### config.mk
export PLATFORM = sky130hd
export DESIGN_NAME = strobe_rd_seq
export DESIGN_NICKNAME = d
export VERILOG_FILES = /design/src/rtl/srs_pkg.sv /design/src/rtl/srs_cfg_mux.sv /design/src/rtl/srs_turn_track.sv /design/src/rtl/srs_packer.sv /design/src/rtl/strobe_rd_seq.sv
export SDC_FILE = /design/constraint.sdc
export NUM_CORES = 1
export LEC_CHECK = 0
export BUFFER_PORTS_ARGS = -buffer_cell sky130_fd_sc_hd__buf_2
export CAP_MARGIN = 20
export CORE_MARGIN = 2
export CORE_UTILIZATION = 46
export CTS_BUF_LIST = sky130_fd_sc_hd__clkbuf_4 sky130_fd_sc_hd__clkbuf_8
export CTS_CLUSTER_DIAMETER = 30
export CTS_CLUSTER_SIZE = 25
export DETAILED_ROUTE_END_ITERATION = 6
export GPL_TIMING_DRIVEN = 1
export HOLD_SLACK_MARGIN = 0.05
export PLACE_DENSITY = 0.79
export REMOVE_ABC_BUFFERS = 1
export SLEW_MARGIN = 40
export SYNTH_ARGS = -nofsm -noshare
export SYNTH_HDL_FRONTEND = slang
export SYNTH_SLANG_ARGS = --single-unit
### constraint.sdc
create_clock -name clk -period 3.55 [get_ports clk]
set_input_delay 0.71 -clock clk [delete_from_list [all_inputs] [get_ports clk]]
set_output_delay 0.71 -clock clk [all_outputs]
set_load 0.02 [all_outputs]
### src/rtl/srs_pkg.sv
package srs_pkg;

  typedef enum logic [2:0] {
    PH_IDLE   = 3'd0,
    PH_TURN   = 3'd1,
    PH_SETUP  = 3'd2,
    PH_STROBE = 3'd3,
    PH_HOLD   = 3'd4
  } phase_e;

  localparam logic [1:0] WID_8  = 2'd0;
  localparam logic [1:0] WID_16 = 2'd1;

  // index of the final external access for a given width code
  function automatic logic [1:0] last_beat_idx(input logic [1:0] wid);
    case (wid)
      WID_8:   return 2'd3;
      WID_16:  return 2'd1;
      default: return 2'd0;
    endcase
  endfunction

  function automatic int max2(input int a, input int b);
    return (a > b) ? a : b;
  endfunction

endpackage

### src/rtl/srs_cfg_mux.sv
module srs_cfg_mux #(
  parameter int NUM_SPACES = 4,
  parameter int SPACE_W    = 2,
  parameter int TA_W       = 4,
  parameter int SETUP_W    = 4,
  parameter int STROBE_W   = 6,
  parameter int HOLD_W     = 3
) (
  input  logic [SPACE_W-1:0]             sel,
  input  logic [NUM_SPACES*TA_W-1:0]     cfg_turn,
  input  logic [NUM_SPACES*SETUP_W-1:0]  cfg_setup,
  input  logic [NUM_SPACES*STROBE_W-1:0] cfg_strobe,
  input  logic [NUM_SPACES*HOLD_W-1:0]   cfg_hold,
  input  logic [NUM_SPACES*2-1:0]        cfg_width,
  output logic [TA_W-1:0]                ta_o,
  output logic [SETUP_W-1:0]             su_o,
  output logic [STROBE_W-1:0]            st_o,
  output logic [HOLD_W-1:0]              hd_o,
  output logic [1:0]                     wd_o
);

  logic [TA_W-1:0]     ta_arr [NUM_SPACES];
  logic [SETUP_W-1:0]  su_arr [NUM_SPACES];
  logic [STROBE_W-1:0] st_arr [NUM_SPACES];
  logic [HOLD_W-1:0]   hd_arr [NUM_SPACES];
  logic [1:0]          wd_arr [NUM_SPACES];

  for (genvar g = 0; g < NUM_SPACES; g++) begin : g_slice
    assign ta_arr[g] = cfg_turn[g*TA_W +: TA_W];
    assign su_arr[g] = cfg_setup[g*SETUP_W +: SETUP_W];
    assign st_arr[g] = cfg_strobe[g*STROBE_W +: STROBE_W];
    assign hd_arr[g] = cfg_hold[g*HOLD_W +: HOLD_W];
    assign wd_arr[g] = cfg_width[g*2 +: 2];
  end

  assign ta_o = ta_arr[sel];
  assign su_o = su_arr[sel];
  assign st_o = st_arr[sel];
  assign hd_o = hd_arr[sel];
  assign wd_o = wd_arr[sel];

endmodule

### src/rtl/srs_turn_track.sv
module srs_turn_track #(
  parameter int SPACE_W = 2
) (
  input  logic               clk,
  input  logic               rst_n,
  input  logic               done_i,
  input  logic [SPACE_W-1:0] done_space_i,
  input  logic [SPACE_W-1:0] new_space_i,
  output logic               follow_o
);

  logic               prev_rd_q, prev_rd_d;
  logic [SPACE_W-1:0] prev_sp_q, prev_sp_d;

  always_comb begin
    prev_rd_d = prev_rd_q;
    prev_sp_d = prev_sp_q;
    if (done_i) begin
      prev_rd_d = 1'b1;
      prev_sp_d = done_space_i;
    end
  end

  // a word finishing on this edge counts as the preceding read
  always_comb begin
    if (done_i) follow_o = (done_space_i == new_space_i);
    else        follow_o = prev_rd_q && (prev_sp_q == new_space_i);
  end

  always_ff @(posedge clk or negedge rst_n) begin
    if (!rst_n) begin
      prev_rd_q <= 1'b0;
      prev_sp_q <= '0;
    end else if (done_i) begin
      prev_rd_q <= prev_rd_d;
      prev_sp_q <= prev_sp_d;
    end
  end

endmodule

### src/rtl/srs_packer.sv
module srs_packer (
  input  logic        clk,
  input  logic        rst_n,
  input  logic [1:0]  width_i,
  input  logic [1:0]  beat_i,
  input  logic        cap_i,
  input  logic [31:0] bus_i,
  input  logic        done_i,
  output logic [31:0] word_o,
  output logic        valid_o
);

  logic [31:0] acc_q, acc_d;
  logic        vld_q;

  always_comb begin
    acc_d = acc_q;
    case (width_i)
      srs_pkg::WID_8:  acc_d[{beat_i, 3'b000} +: 8]     = bus_i[7:0];
      srs_pkg::WID_16: acc_d[{beat_i[0], 4'b0000} +: 16] = bus_i[15:0];
      default:         acc_d = bus_i;
    endcase
  end

  always_ff @(posedge clk or negedge rst_n) begin
    if (!rst_n) begin
      acc_q <= '0;
      vld_q <= 1'b0;
    end else begin
      if (cap_i) acc_q <= acc_d;
      vld_q <= done_i;
    end
  end

  assign word_o  = acc_q;
  assign valid_o = vld_q;

endmodule

### src/rtl/strobe_rd_seq.sv
module strobe_rd_seq #(
  parameter int NUM_SPACES = 4,
  parameter int WADDR_W    = 22,
  parameter int TA_W       = 4,
  parameter int SETUP_W    = 4,
  parameter int STROBE_W   = 6,
  parameter int HOLD_W     = 3,
  localparam int SPACE_W   = (NUM_SPACES > 1) ? $clog2(NUM_SPACES) : 1,
  localparam int MADDR_W   = WADDR_W + 2
) (
  input  logic                           clk,
  input  logic                           rst_n,
  input  logic                           req_valid,
  output logic                           req_ready,
  input  logic [WADDR_W-1:0]             req_addr,
  input  logic [SPACE_W-1:0]             req_space,
  input  logic [NUM_SPACES*TA_W-1:0]     cfg_turn,
  input  logic [NUM_SPACES*SETUP_W-1:0]  cfg_setup,
  input  logic [NUM_SPACES*STROBE_W-1:0] cfg_strobe,
  input  logic [NUM_SPACES*HOLD_W-1:0]   cfg_hold,
  input  logic [NUM_SPACES*2-1:0]        cfg_width,
  output logic [MADDR_W-1:0]             mem_addr,
  output logic                           mem_addr_vld,
  output logic [NUM_SPACES-1:0]          mem_cs_n,
  output logic                           mem_oe_n,
  output logic                           mem_we_n,
  output logic                           mem_rw,
  input  logic [31:0]                    mem_dq,
  output logic                           rd_valid,
  output logic [31:0]                    rd_data
);

  import srs_pkg::*;

  localparam int CNT_W = max2(max2(TA_W, SETUP_W), max2(STROBE_W, HOLD_W));

  phase_e              ph_q, ph_d;
  logic [CNT_W-1:0]    cnt_q, cnt_d;
  logic [WADDR_W-1:0]  addr_q, addr_d;
  logic [SPACE_W-1:0]  sp_q, sp_d;
  logic [1:0]          wid_q, wid_d;
  logic [1:0]          beat_q, beat_d;
  logic [SETUP_W-1:0]  su_q, su_d;
  logic [STROBE_W-1:0] st_q, st_d;
  logic [HOLD_W-1:0]   hd_q, hd_d;

  logic [SPACE_W-1:0]  cfg_sel;
  logic [TA_W-1:0]     c_ta;
  logic [SETUP_W-1:0]  c_su;
  logic [STROBE_W-1:0] c_st;
  logic [HOLD_W-1:0]   c_hd;
  logic [1:0]          c_wd;

  logic phase_end, last_beat, final_end, accept, follow, load_tim, capture;

  assign phase_end = (cnt_q == '0);
  assign last_beat = (beat_q == last_beat_idx(wid_q));
  assign final_end = (ph_q == PH_HOLD) && phase_end && last_beat;
  assign req_ready = (ph_q == PH_IDLE) || final_end;
  assign accept    = req_valid && req_ready;
  assign capture   = (ph_q == PH_STROBE) && phase_end;
  assign cfg_sel   = accept ? req_space : sp_q;

  srs_cfg_mux #(
    .NUM_SPACES(NUM_SPACES), .SPACE_W(SPACE_W), .TA_W(TA_W),
    .SETUP_W(SETUP_W), .STROBE_W(STROBE_W), .HOLD_W(HOLD_W)
  ) u_cfg (
    .sel(cfg_sel), .cfg_turn(cfg_turn), .cfg_setup(cfg_setup),
    .cfg_strobe(cfg_strobe), .cfg_hold(cfg_hold), .cfg_width(cfg_width),
    .ta_o(c_ta), .su_o(c_su), .st_o(c_st), .hd_o(c_hd), .wd_o(c_wd)
  );

  srs_turn_track #(.SPACE_W(SPACE_W)) u_turn (
    .clk(clk), .rst_n(rst_n), .done_i(final_end),
    .done_space_i(sp_q), .new_space_i(req_space), .follow_o(follow)
  );

  srs_packer u_pack (
    .clk(clk), .rst_n(rst_n), .width_i(wid_q), .beat_i(beat_q),
    .cap_i(capture), .bus_i(mem_dq), .done_i(final_end),
    .word_o(rd_data), .valid_o(rd_valid)
  );

  // next-state logic
  always_comb begin
    ph_d     = ph_q;
    cnt_d    = cnt_q;
    addr_d   = addr_q;
    sp_d     = sp_q;
    wid_d    = wid_q;
    beat_d   = beat_q;
    su_d     = su_q;
    st_d     = st_q;
    hd_d     = hd_q;
    load_tim = 1'b0;
    case (ph_q)
      PH_TURN: begin
        if (phase_end) begin
          ph_d     = PH_SETUP;
          load_tim = 1'b1;
        end else cnt_d = cnt_q - CNT_W'(1);
      end
      PH_SETUP: begin
        if (phase_end) begin
          ph_d  = PH_STROBE;
          cnt_d = CNT_W'(st_q);
        end else cnt_d = cnt_q - CNT_W'(1);
      end
      PH_STROBE: begin
        if (phase_end) begin
          ph_d  = PH_HOLD;
          cnt_d = CNT_W'(hd_q);
        end else cnt_d = cnt_q - CNT_W'(1);
      end
      PH_HOLD: begin
        if (phase_end) begin
          if (!last_beat) begin
            ph_d   = PH_SETUP;
            cnt_d  = CNT_W'(su_q);
            beat_d = beat_q + 2'd1;
          end else ph_d = PH_IDLE;
        end else cnt_d = cnt_q - CNT_W'(1);
      end
      default: ;
    endcase
    if (accept) begin
      addr_d = req_addr;
      sp_d   = req_space;
      wid_d  = c_wd;
      beat_d = 2'd0;
      if (follow) begin
        ph_d     = PH_SETUP;
        load_tim = 1'b1;
      end else begin
        ph_d  = PH_TURN;
        cnt_d = (c_ta == '0) ? '0 : (CNT_W'(c_ta) - CNT_W'(1));
      end
    end
    if (load_tim) begin
      su_d  = c_su;
      st_d  = c_st;
      hd_d  = c_hd;
      cnt_d = CNT_W'(c_su);
    end
  end

  // state registers
  always_ff @(posedge clk or negedge rst_n) begin
    if (!rst_n) begin
      ph_q   <= PH_IDLE;
      cnt_q  <= '0;
      addr_q <= '0;
      sp_q   <= '0;
      wid_q  <= '0;
      beat_q <= '0;
      su_q   <= '0;
      st_q   <= '0;
      hd_q   <= '0;
    end else begin
      ph_q   <= ph_d;
      cnt_q  <= cnt_d;
      beat_q <= beat_d;
      if (accept) begin
        addr_q <= addr_d;
        sp_q   <= sp_d;
        wid_q  <= wid_d;
      end
      if (load_tim) begin
        su_q <= su_d;
        st_q <= st_d;
        hd_q <= hd_d;
      end
    end
  end

  // pin drive
  logic [MADDR_W-1:0] ext_addr;
  always_comb begin
    case (wid_q)
      WID_8:   ext_addr = {addr_q, beat_q};
      WID_16:  ext_addr = {1'b0, addr_q, beat_q[0]};
      default: ext_addr = {2'b00, addr_q};
    endcase
  end

  assign mem_addr_vld = (ph_q == PH_SETUP) || (ph_q == PH_STROBE) || (ph_q == PH_HOLD);
  assign mem_addr     = mem_addr_vld ? ext_addr : '0;
  assign mem_oe_n     = (ph_q != PH_STROBE);
  assign mem_we_n     = 1'b1;
  assign mem_rw       = 1'b1;

  for (genvar g = 0; g < NUM_SPACES; g++) begin : g_cs
    assign mem_cs_n[g] = !((ph_q == PH_STROBE) && (sp_q == SPACE_W'(g)));
  end

endmodule

==> out/results.txt <==
slowest CP cell: or4_4
syn_area_per_cell: 8.64 sq um
pin count of the biggest net entering global routing: 66
Max H-tree Level: 3
CP Class: flip-flop to flip-flop
Congestion Overflow GR: 0
area share of fa/ha/maj cells after synthesis: 2.11%
final std cell area, no fill: 6770 sq um
gr usage total: 23.9%
Pleak: 3.51 nW
PD cells: 826 nW/um^2
Max Cap Viol: 0
top cells by count, synth: nand2_1, dfrtp_1, nor2_1
die height: 112 um
cell area after synthesis: 5330 sq um
crit-path max cell delay: 0.54 ns
ys flop type: dfrtp_1
Ys Warns: 0
Initial Util: 46.9%
I/O pins: 201
Post-Synthesis Cells: 617
critical path buffer and inverter count: 3
Worst VDD drop: 0.399 mV
multiplexer area fraction after synthesis: 9.71%
Pwr Total: 0.00559 W
fmax: 0.293 GHz
RSZ-0062 raised after global routing: true
Distinct cells, synth: 59
number of port buffers: 198
critical path data required time: 3.77 ns
Hold Slack: 0.311 ns
Final ANT Viol Nets: 0
DP HPWL: 11200 um
FF+latch count, synth: 86
total number of vias: 5317
final RePlAce weighted congestion: 0.959
Max Slew Vio Count: 0
TritonCTS buffer count: 9
post-synthesis sequential area ratio: 40.4%
main combinational cell family by area after synthesis: compound AO/OA/AOI/OAI gates
Final Hold Fails: 0
top cell type's share of synthesized area: 40.4%
Die ar.: 12500 sq um
fin cells: 957
vias in the first global route: 4894
clock sinks: 86
Worst setup SP type: flip-flop
Pre-Repair DR Iteration Count: 5
Yosys top cell by area: dfrtp_1
Max Root-Sink Buffers: 2
period utilization: 96.2%
die width: 112 um
Core Footprint: 11400 sq um
initial DRC count: 378
Setup crit end kind: flip-flop
clk root buf: clkbuf_8
post-synthesis compound-gate area fraction: 21.0%
Worst-Skew Late Latency: 0.37 ns
Routed WL: 15100 um
outcome: complete, no violations
Post-Synth Simple-Gate Area: 20.3%
Hold WC Path Type: input pin to asynchronous set/reset pin
skew final: 0.0174 ns
XOR/XNOR share of the synthesized area: 1.48%
layout cell share with drive strength beyond 1: 32.3%
Top Family by Delay on Critical Path: simple AND/OR/NAND/NOR gates
Final setup viols: 0
Worst-path clk slew: 0.10 ns
Slew @ Worst Pin: 0.765 ns
initial antenna violation count: 0
crit-path cells: inv_1 -> ha_1 -> or4b_4 -> or4_4 -> a32oi_4 -> buf_4 -> buf_12 -> mux4_2 -> nand2b_1 -> o221ai_1
vias per cell: 5.56
WL per Instance: 15.8 um
share of flip-flops with an asynchronous set or reset: 100%
placed cell count: 937
Area Growth Syn to Fin: 26.9%
worst rel slew slack: 48.4%
Post-route DRC: 0
antenna cells: 0
Worst Path Arrival: 3.63 ns
CP max FO: 20
clock tree from TritonCTS: yes
Synth area leaders: dfrtp_1, nand2_1, mux2i_1, nor2_1, a21oi_1
Post-synth EDFFs: 0
Row Count: 39
most frequent cell after synthesis: nand2_1
min Tclk post-route: 3.42 ns
first-pass GRT wire length: 24300 um
Placed Area: 6520 sq um
nets: 953
## power by group
part | internal [W] | total [W] | switching (W)
Combinational | 0.00130 | 0.00319 | 0.00189
Sequential | 0.00136 | 0.00172 | 0.000355
Clock | 0.000272 | 0.000677 | 0.000405
Total | 0.00293 | 0.00559 | 0.00265
## per-stage QoR
stage          setup WS [ns]  utilization (%)  setup TNS [ns]
4_1_cts                0.135             59.0               0
5_1_grt             -0.00592             59.5        -0.00592
2_1_floorplan          -1.53                -          -24.46
3_5_place_dp           0.120             57.3               0
6_report               0.134             59.5               0
3_3_place_gp           0.205             57.1               0
## per-layer routing
| layer | vias to the layer above | share of wire [%] | global-route usage, % |
|---|---|---|---|
| met5 | - | 0 | 0 |
| met4 | 0 | 3.0 | 10.4 |
| met3 | 43 | 6.2 | 3.92 |
| met2 | 218 | 48 | 38.3 |
| met1 | 2464 | 43 | 32.0 |
| li1 | 2592 | - | - |
## path summary, 6_finish.rpt
check,cells after the start,endpoint,startpoint,slack (ns)
max in group asynchronous,2,st_q[3],rst_n,2.61
min,1,addr_q[18],rst_n,0.31
min reg2reg,2,u_pack.word_o[10],u_pack.word_o[10],0.47
max,10,cnt_q[1],cnt_q[0],0.13
min in group clk,2,u_pack.word_o[10],u_pack.word_o[10],0.47
max reg2reg,10,cnt_q[1],cnt_q[0],0.13
## cell type report
cell class	instances	area, sq um
fill	1064	4600
multi-input combinational	470	2960
sequential	86	2150
timing repair buffer	222	1210
tap	143	179
clock buffer	9	124
inverter	20	75.1
clock inverter	7	65.1
## layout by cell type, fill, tap and decap left out, types with 6 or more instances in the layout
cell      instances
a22o_1            8
nand2b_1          7
nor3_1            7
buf_2           197
a21o_1           12
xnor2_1           8
and3_1            6
inv_1            20
nand2_1         125
a211oi_1         12
nor2b_1          16
a311oi_1         12
o21ai_0          20
buf_4            22
ha_1              9
a22oi_1          20
nor2_1           60
mux2i_1          36
dfrtp_1          85
mux2_2            6
clkbuf_8          9
a222oi_1          9
a21oi_1          36
## logic make-up (layout without fill, tap and decap cells)
family,after synthesis,after routing
adder cells (fa/ha/maj),9,9
XOR/XNOR,9,9
multiplexers,47,47
other,1,2
buffers and inverters,62,258
AND/OR/NAND/NOR,245,245
AO/OA/AOI/OAI,158,158
flip-flops,86,86
## sequential cells by signal, indices dropped and copies added (netlist names), 3 cells and up
register / count
su_q: 4
ph_q: 3
cnt_q: 6
hd_q: 3
u_pack.word_o: 32
st_q: 6
addr_q: 22
## timing repair
item,CTS,global route
endpoints found under the setup margin,0,2
hold buffers,0,0
resized for setup,0,3
setup buffers,0,3
Power figures use the tool's default switching activity.
